$ cat src/rtl/hs_mon_pkg.sv
package hs_mon_pkg;

  // Width that counts 0..max_wait-1, never narrower than 4 bits.
  function automatic int unsigned wait_cnt_width(int unsigned max_wait);
    int unsigned w;
    w = (max_wait > 1) ? $clog2(max_wait) : 1;
    return (w < 4) ? 4 : w;
  endfunction

  // Result events of one sampled cycle.
  typedef struct packed {
    logic ok;
    logic late;
    logic clash;
  } hs_result_t;

endpackage

$ cat src/rtl/hs_event_decode.sv
module hs_event_decode (
  input  logic busy,
  input  logic csel,
  input  logic ack,
  input  logic csel_q,
  input  logic expire,
  output logic start,
  output logic finish,
  output hs_mon_pkg::hs_result_t res
);
  logic idle_req_ack;
  logic busy_ack;
  logic busy_spent;
  logic reissue;
  logic stray_ack;

  always_comb begin
    idle_req_ack = !busy && csel && ack;
    busy_ack     = busy && ack;
    busy_spent   = busy && !ack && expire;
    reissue      = busy && !ack && !expire && csel && !csel_q;
    stray_ack    = !busy && !csel && ack;
    start        = !busy && csel && !ack;
    finish       = busy_ack || busy_spent;
    res.ok       = idle_req_ack || busy_ack;
    res.late     = busy_spent;
    res.clash    = reissue || stray_ack;
  end
endmodule

$ cat src/rtl/hs_wait_timer.sv
module hs_wait_timer #(
  parameter int unsigned MAX_WAIT = 10,
  parameter int unsigned CNT_W    = 4
) (
  input  logic             clk,
  input  logic             rst,
  input  logic             start,
  input  logic             busy,
  input  logic             ack,
  output logic [CNT_W-1:0] elapsed,
  output logic             expire
);
  localparam logic [CNT_W-1:0] LAST = CNT_W'(MAX_WAIT - 1);

  always_comb expire = busy && (elapsed == LAST);

  always_ff @(posedge clk) begin
    if (rst)                          elapsed <= '0;
    else if (start)                   elapsed <= '0;
    else if (busy && !ack && !expire) elapsed <= elapsed + 1'b1;
  end


  cnt_in_window_chk: assert property (@(posedge clk) disable iff (rst)
    elapsed <= LAST);
endmodule

$ cat src/rtl/hs_busy_lock.sv
module hs_busy_lock (
  input  logic clk,
  input  logic rst,
  input  logic start,
  input  logic finish,
  output logic busy
);
  always_ff @(posedge clk) begin
    if (rst)         busy <= 1'b0;
    else if (start)  busy <= 1'b1;
    else if (finish) busy <= 1'b0;
  end


  start_only_idle_chk: assert property (@(posedge clk) disable iff (rst)
    start |-> !busy);
endmodule

$ cat src/rtl/hs_ack_monitor.sv
module hs_ack_monitor #(
  parameter int unsigned MAX_WAIT = 10
) (
  input  logic clk,
  input  logic rst,
  input  logic csel,
  input  logic ack,
  output logic pass_o,
  output logic timeout_o,
  output logic overlap_o,
  output logic busy_o
);
  import hs_mon_pkg::*;
  localparam int unsigned CNT_W = wait_cnt_width(MAX_WAIT);

  logic             csel_q;
  logic             start_w;
  logic             finish_w;
  logic             expire_w;
  logic [CNT_W-1:0] elapsed_w;
  hs_result_t       res_w;

  always_ff @(posedge clk) begin
    if (rst) csel_q <= 1'b0;
    else     csel_q <= csel;
  end

  hs_event_decode u_decode (
    .busy   (busy_o),
    .csel   (csel),
    .ack    (ack),
    .csel_q (csel_q),
    .expire (expire_w),
    .start  (start_w),
    .finish (finish_w),
    .res    (res_w)
  );

  hs_wait_timer #(.MAX_WAIT(MAX_WAIT), .CNT_W(CNT_W)) u_timer (
    .clk     (clk),
    .rst     (rst),
    .start   (start_w),
    .busy    (busy_o),
    .ack     (ack),
    .elapsed (elapsed_w),
    .expire  (expire_w)
  );

  hs_busy_lock u_lock (
    .clk    (clk),
    .rst    (rst),
    .start  (start_w),
    .finish (finish_w),
    .busy   (busy_o)
  );

  always_ff @(posedge clk) begin
    if (rst) begin
      pass_o    <= 1'b0;
      timeout_o <= 1'b0;
      overlap_o <= 1'b0;
    end else begin
      pass_o    <= res_w.ok;
      timeout_o <= res_w.late;
      overlap_o <= res_w.clash;
    end
  end


  ack_closes_chk: assert property (@(posedge clk) disable iff (rst)
    busy_o && ack |=> pass_o && !busy_o);


  req_opens_chk: assert property (@(posedge clk) disable iff (rst)
    !busy_o && csel && !ack |=> busy_o);


  one_result_chk: assert property (@(posedge clk) disable iff (rst)
    $onehot0({pass_o, timeout_o, overlap_o}));


  timeout_cause_chk: assert property (@(posedge clk) disable iff (rst)
    $rose(timeout_o) |-> $past(busy_o && !ack) && !busy_o);


  stray_ack_chk: assert property (@(posedge clk) disable iff (rst)
    !busy_o && ack && !csel |=> overlap_o);


  close_no_clash_chk: assert property (@(posedge clk) disable iff (rst)
    busy_o && ack |=> !overlap_o);
endmodule

$ cat config.mk
export PLATFORM = sky130hd
export DESIGN_NAME = hs_ack_monitor
export DESIGN_NICKNAME = d
export VERILOG_FILES = /design/src/rtl/hs_mon_pkg.sv /design/src/rtl/hs_event_decode.sv /design/src/rtl/hs_wait_timer.sv /design/src/rtl/hs_busy_lock.sv /design/src/rtl/hs_ack_monitor.sv
export SDC_FILE = /design/constraint.sdc
export NUM_CORES = 1
export LEC_CHECK = 0
export BUFFER_PORTS_ARGS = -buffer_cell sky130_fd_sc_hd__buf_2
export CAP_MARGIN = 20
export CORE_AREA = 2 2 39 41
export CTS_CLUSTER_SIZE = 24
export DETAILED_ROUTE_END_ITERATION = 16
export DIE_AREA = 0 0 41 43
export PLACE_DENSITY_LB_ADDON = 0.08
export SLEW_MARGIN = 20
export SYNTH_ARGS = -nofsm -noshare
export SYNTH_HDL_FRONTEND = slang
export SYNTH_HIERARCHICAL = 1
export SYNTH_SLANG_ARGS = --single-unit
$ cat constraint.sdc
create_clock -name clk -period 2.3 [get_ports clk]
set_clock_uncertainty 0.2 [all_clocks]
set_input_delay 0.46 -clock clk [delete_from_list [all_inputs] [get_ports clk]]
set_output_delay 0.46 -clock clk [all_outputs]
set_load 0.02 [all_outputs]
# ---- After elaboration in Yosys (flattened, before gate mapping)
# Cells that the tools add are included.
dict set report op_classes {
  addsub 1
  multipliers 0
  n_div 0
  order_cmp 0
  n_eq_ne 1
  shifts 0
  muxes 2
  bitwise_logic 0
  n_reduce_logical 22
}
# operator count
set ops {}
lappend ops {{$logic_and 1x1->1} 12}
lappend ops {{$logic_not 1->1} 5}
lappend ops {{$add 4x1->4 const B} 1}
lappend ops {{$eq 4x4->1 const B} 1}
lappend ops {{$logic_or 1x1->1} 3}
lappend ops {{$mux 1} 2}
lappend ops {{$reduce_bool 2->1} 1}
lappend ops {{$reduce_or 2->1} 1}
dict set report word_totals {
  ff_bits 9
  latch_bits 0
  ram_bits 0
  mem_bits_ro 0
  output_inout_bits 4
  mem_count 0
}

# ---- Longest topological paths before layout
dict set report depth {
  ltp_word 7
  ltp_mapped 7
  mapped_depth_nobuf 7
}

# ---- By module
# Netlist, hierarchy kept.
# module instances cells_per_inst area_per_inst_um2 seq_area_each_um2
set by_module_without_submodules {}
lappend by_module_without_submodules {hs_wait_timer 1 26 222.7 80.1}
lappend by_module_without_submodules {hs_ack_monitor 1 8 105.1 80.1}
lappend by_module_without_submodules {hs_event_decode 1 8 66.3 0.0}
lappend by_module_without_submodules {hs_busy_lock 1 4 38.8 20.0}

# ---- Worst setup path after synthesis
# No wires, ideal clock.
dict set report synth_path {
  path_type {register -> register}
  start {reg u_lock.busy}
  end {reg u_timer.elapsed[1]}
  t_arrival_ns 1.426
  required_ns 2.041
  slack_ns 0.615
  path_stages_with_launch 5
  path_cell_list {dfxtp_1 > nor3b_1 > or2_1 > or4_1 > nand2_1}
}
dict set report synth_between {
  elab_chain_len 4
  word_cells_on_any_way 8
}
# element line
set synth_lines {}
lappend synth_lines {{start, declared} hs_busy_lock.sv:6} ;# output logic busy
lappend synth_lines {{start signal, assigned} hs_busy_lock.sv:9} ;# if (rst) busy <= 1'b0;
lappend synth_lines {{start signal, assigned} hs_busy_lock.sv:10} ;# else if (start) busy <= 1'b1;
lappend synth_lines {{start signal, assigned} hs_busy_lock.sv:11} ;# else if (finish) busy <= 1'b0;
lappend synth_lines {{$logic_not 1->1} hs_event_decode.sv:23} ;# start = !busy && csel && !ack;
lappend synth_lines {{$logic_and 1x1->1 (2 in a row)} hs_event_decode.sv:23}
lappend synth_lines {{net start_w} hs_ack_monitor.sv:17} ;# logic start_w;
lappend synth_lines {{$reduce_or 2->1 (no line)} -}
lappend synth_lines {{end signal, assigned} hs_wait_timer.sv:20} ;# else if (busy && !ack && !expire) elapsed <= elapsed + 1'b1;
lappend synth_lines {{end, declared} hs_wait_timer.sv:10} ;# output logic [CNT_W-1:0] elapsed,
# The timed path passes the listed nets, and every way through them passes these cells.
# A chain may end at the register's enable or synchronous reset.

==> flow_metrics.py <==
metrics = {
    "cells_and_area": {
        "layout-area-overhead-vs-synth_pct": 17.05,
        "final_core_util_pct": 36.62,
        "final_nets": 63,
        "filler_cell_count": 144,
        "antenna_cells": 0,
        "stdcell_area_um2": 506.7,
        "layout-drive-gt1-share_pct": 26.79,
    },
    "sta": {
        "slew_margin_rel_pct": 75.28,
        "rsz0062_at_grt": "no",
        "maxClockFrequency_mhz": 554.2,
        "final_period_minus_worst_setup_slack_ps": 1804,
        "final_hold_violations": 0,
        "timing.setup.tns_ps": 0,
        "finalSetupViolCount": 0,
        "final_min_period_over_clock_period_pct": 78.45,
        "worst-slew-pin-transition_ps": 370.0,
        "finalMaxSlewViolations": 0,
    },
    "floorplanning": {
        "die_height_um": 43,
        "row_count": 14,
        "fp.dieW_um": 41,
        "number_of_primary_i_o_pins": 8,
        "die_area_mm2": 0.001763,
        "core-area_mm2": 0.001384,
        "floorplan.initialDensity_pct": 31.28,
    },
    "worst_setup_path": {
        "regToRegSetupSlack_ps": 500,
        "cp_data_required_time_ps": 2290,
        "cp_max_fo": 6,
        "reg2reg_depth": 7,
        "timing.setup.critical_path_class": "reg -> reg",
        "timing.critical_path.arrival_ps": 1800,
        "cp-startpoint": "u_timer/elapsed[1]$_SDFFE_PP0P_",
        "critical_path.endpoint_type": "flop",
        "critical_path.reg2reg.startpoint": "u_timer/elapsed[1]$_SDFFE_PP0P_",
        "cp-endpoint": "overlap_o$_SDFF_PP0_",
        "critical_path.startpoint_type": "flop",
        "reg2reg_to": "overlap_o$_SDFF_PP0_",
    },
    "clocking": {
        "ctsLongestPathBuffers": 2,
        "cts_resized": 0,
        "holdBufCountCts": 0,
        "h-tree-depth": 1,
        "buffers_inserted_by_post_cts_timing_repair": 0,
        "path_clk_slew_ps": 60,
        "ctsRootBufferMaster": "sky130_fd_sc_hd__clkbuf_4",
        "cts.sink_count": 9,
        "numCtsBuffers": 3,
        "later_pin_clock_latency_in_the_skew_report_ps": 260,
        "cts_tree": "built",
    },
    "yosys": {
        "area_leader_netlist": "sky130_fd_sc_hd__dfxtp_1",
        "synth_top_area_share_pct": 41.62,
        "synth_most_common_cell": "sky130_fd_sc_hd__dfxtp_1",
        "netlist_area_um2": 432.9,
        "yosys_most_used_dff": "sky130_fd_sc_hd__dfxtp_1",
        "ys_async_sr_fraction_pct": 0,
        "syn_avg_cell_area_um2": 9.411,
        "synth-warning-count": 6,
        "ys_seq_elements": 9,
        "synth_enable_flop_cells": 0,
        "synth_cell_type_count": 25,
        "ys_seq_area_share_pct": 41.62,
        "syn_nets": 52,
        "synth_area_leaders": "sky130_fd_sc_hd__dfxtp_1 42%, sky130_fd_sc_hd__nor2b_1 7.2%, sky130_fd_sc_hd__ha_1 5.8%",
        "netlist_instances": 46,
        "yosys-top-cells-count": "9 x sky130_fd_sc_hd__dfxtp_1, 5 x sky130_fd_sc_hd__nor2b_1, 3 x sky130_fd_sc_hd__a21oi_1",
    },
    "routing": {
        "number_of_drc_violations_after_detailed_routing": 0,
        "vias": 348,
        "post_drt_wl_per_cell_um": 11.07,
        "drtPass1Iterations": 4,
        "initialDrtViolationCount": 6,
        "ant_nets": 0,
        "via_per_inst": 4.833,
        "wirelength_um": 797,
    },
    "place": {
        "placement.io_buffers": 7,
        "dpl.hpwl_um": 601.8,
        "dpl_cell_area_um2": 480.5,
        "place.gp.congestion": 0.7236,
    },
    "grt": {
        "grt_max_degree": 10,
        "number_of_antenna_violations_at_the_first_check_in_global_routing": 0,
        "grt_usage_pct": 12.59,
        "grt.overflow.total": 0,
        "grt_pass1_wl_mm": 1.428,
        "first_global_vias": 359,
    },
    "worst_hold_path": {
        "min_path_cells": 2,
        "worst_hold_path_type": "in -> reg",
    },
    "power_and_ir_drop": {
        "ir_worst_vdd_mv": 0.2522,
        "power.density_cell_area_mw_per_mm2": 624.1,
        "finalPower_uw": 316.3,
        "leakage_nw": 0.2029,
    },
    "job": {
        "cap_violations": 0,
    },
    "status": {
        "status": "finished clean",
    },
}
final cells by class:
type | instances | area (um2) | share of cell area [%]
clock buffers | 4 | 26.28 | 5.185
repair buffers | 7 | 35.03 | 6.914
well taps | 16 | 20.02 | 3.951
multi-input cells | 33 | 232.7 | 45.93
inverters | 3 | 12.51 | 2.469
flip-flops and latches | 9 | 180.2 | 35.56
cells by family (layout without fill, tap and decap cells):
group	count (synthesis)	after routing	synth area share [%]
AND/OR/NAND/NOR	21	21	33.52
AO/OA/AOI/OAI	10	10	14.45
flip-flops	9	9	41.62
buffers and inverters	4	14	4.624
adder cells (fa/ha/maj)	2	2	5.779
through the flow:
step / cells / setup slack [ps] / hold WS (ps)
floorplan: 46 / 615.0 / 258.3
global placement: 68 / 484.7 / 279.4
detailed placement: 68 / 473.0 / 284.4
CTS: 72 / 499.2 / 236.4
global route: 72 / 404.9 / 258.8
finish: 72 / 495.6 / 239.7
per-layer routing:
layer	up-vias	track usage, %	share of wire [%]
li1	180	-	-
met1	156	16.23	50
met2	10	15.94	42
met3	2	3.141	6.8
met4	0	12.00	1.4
met5	-	0	0
layout by cell type, fill, tap and decap left out, drive strengths merged, types with 2 or more instances in the layout:
| master | instances |
|---|---|
| and3b | 2 |
| nor2 | 2 |
| or4 | 2 |
| a21oi | 4 |
| or3 | 2 |
| nand2b | 2 |
| dfxtp | 9 |
| nor2b | 5 |
| clkbuf | 4 |
| ha | 2 |
| o21ai | 3 |
| buf | 7 |
| inv | 2 |
flip-flops by register name (all words and copies together) (netlist names):
register / count
csel_q: 1
overlap_o: 1
pass_o: 1
timeout_o: 1
u_lock/busy: 1
u_timer/elapsed: 4
worst min-delay path by stage:
stage                                    start                         endpoint  slack (ps)
6_report                                   rst         u_lock/busy$_SDFFE_PP0P_         240
5_1_grt                                    rst         u_lock/busy$_SDFFE_PP0P_         260
4_1_cts                                    rst         u_lock/busy$_SDFFE_PP0P_         240
3_5_place_dp   u_timer/elapsed[3]$_SDFFE_PP0P_  u_timer/elapsed[3]$_SDFFE_PP0P_         280
3_3_place_gp   u_timer/elapsed[3]$_SDFFE_PP0P_  u_timer/elapsed[3]$_SDFFE_PP0P_         280
2_1_floorplan  u_timer/elapsed[3]$_SDFFE_PP0P_  u_timer/elapsed[3]$_SDFFE_PP0P_         260
critical path: stages, from the launching register on:
cell                      delay [ps]
sky130_fd_sc_hd__dfxtp_1         390
sky130_fd_sc_hd__inv_1            60
sky130_fd_sc_hd__ha_1            180
sky130_fd_sc_hd__and3b_4         200
sky130_fd_sc_hd__and2_1          190
sky130_fd_sc_hd__nor4b_2         260
sky130_fd_sc_hd__a22o_1          150
sky130_fd_sc_hd__nor2b_1         120
where the power goes:
| group | total (mW) | switching, mW | internal, mW |
|---|---|---|---|
| clock | 0.121 | 0.0546 | 0.0668 |
| combinational | 0.0298 | 0.0169 | 0.0129 |
| sequential | 0.165 | 0.00439 | 0.161 |
No activity file was read; power rests on OpenSTA's default activity.
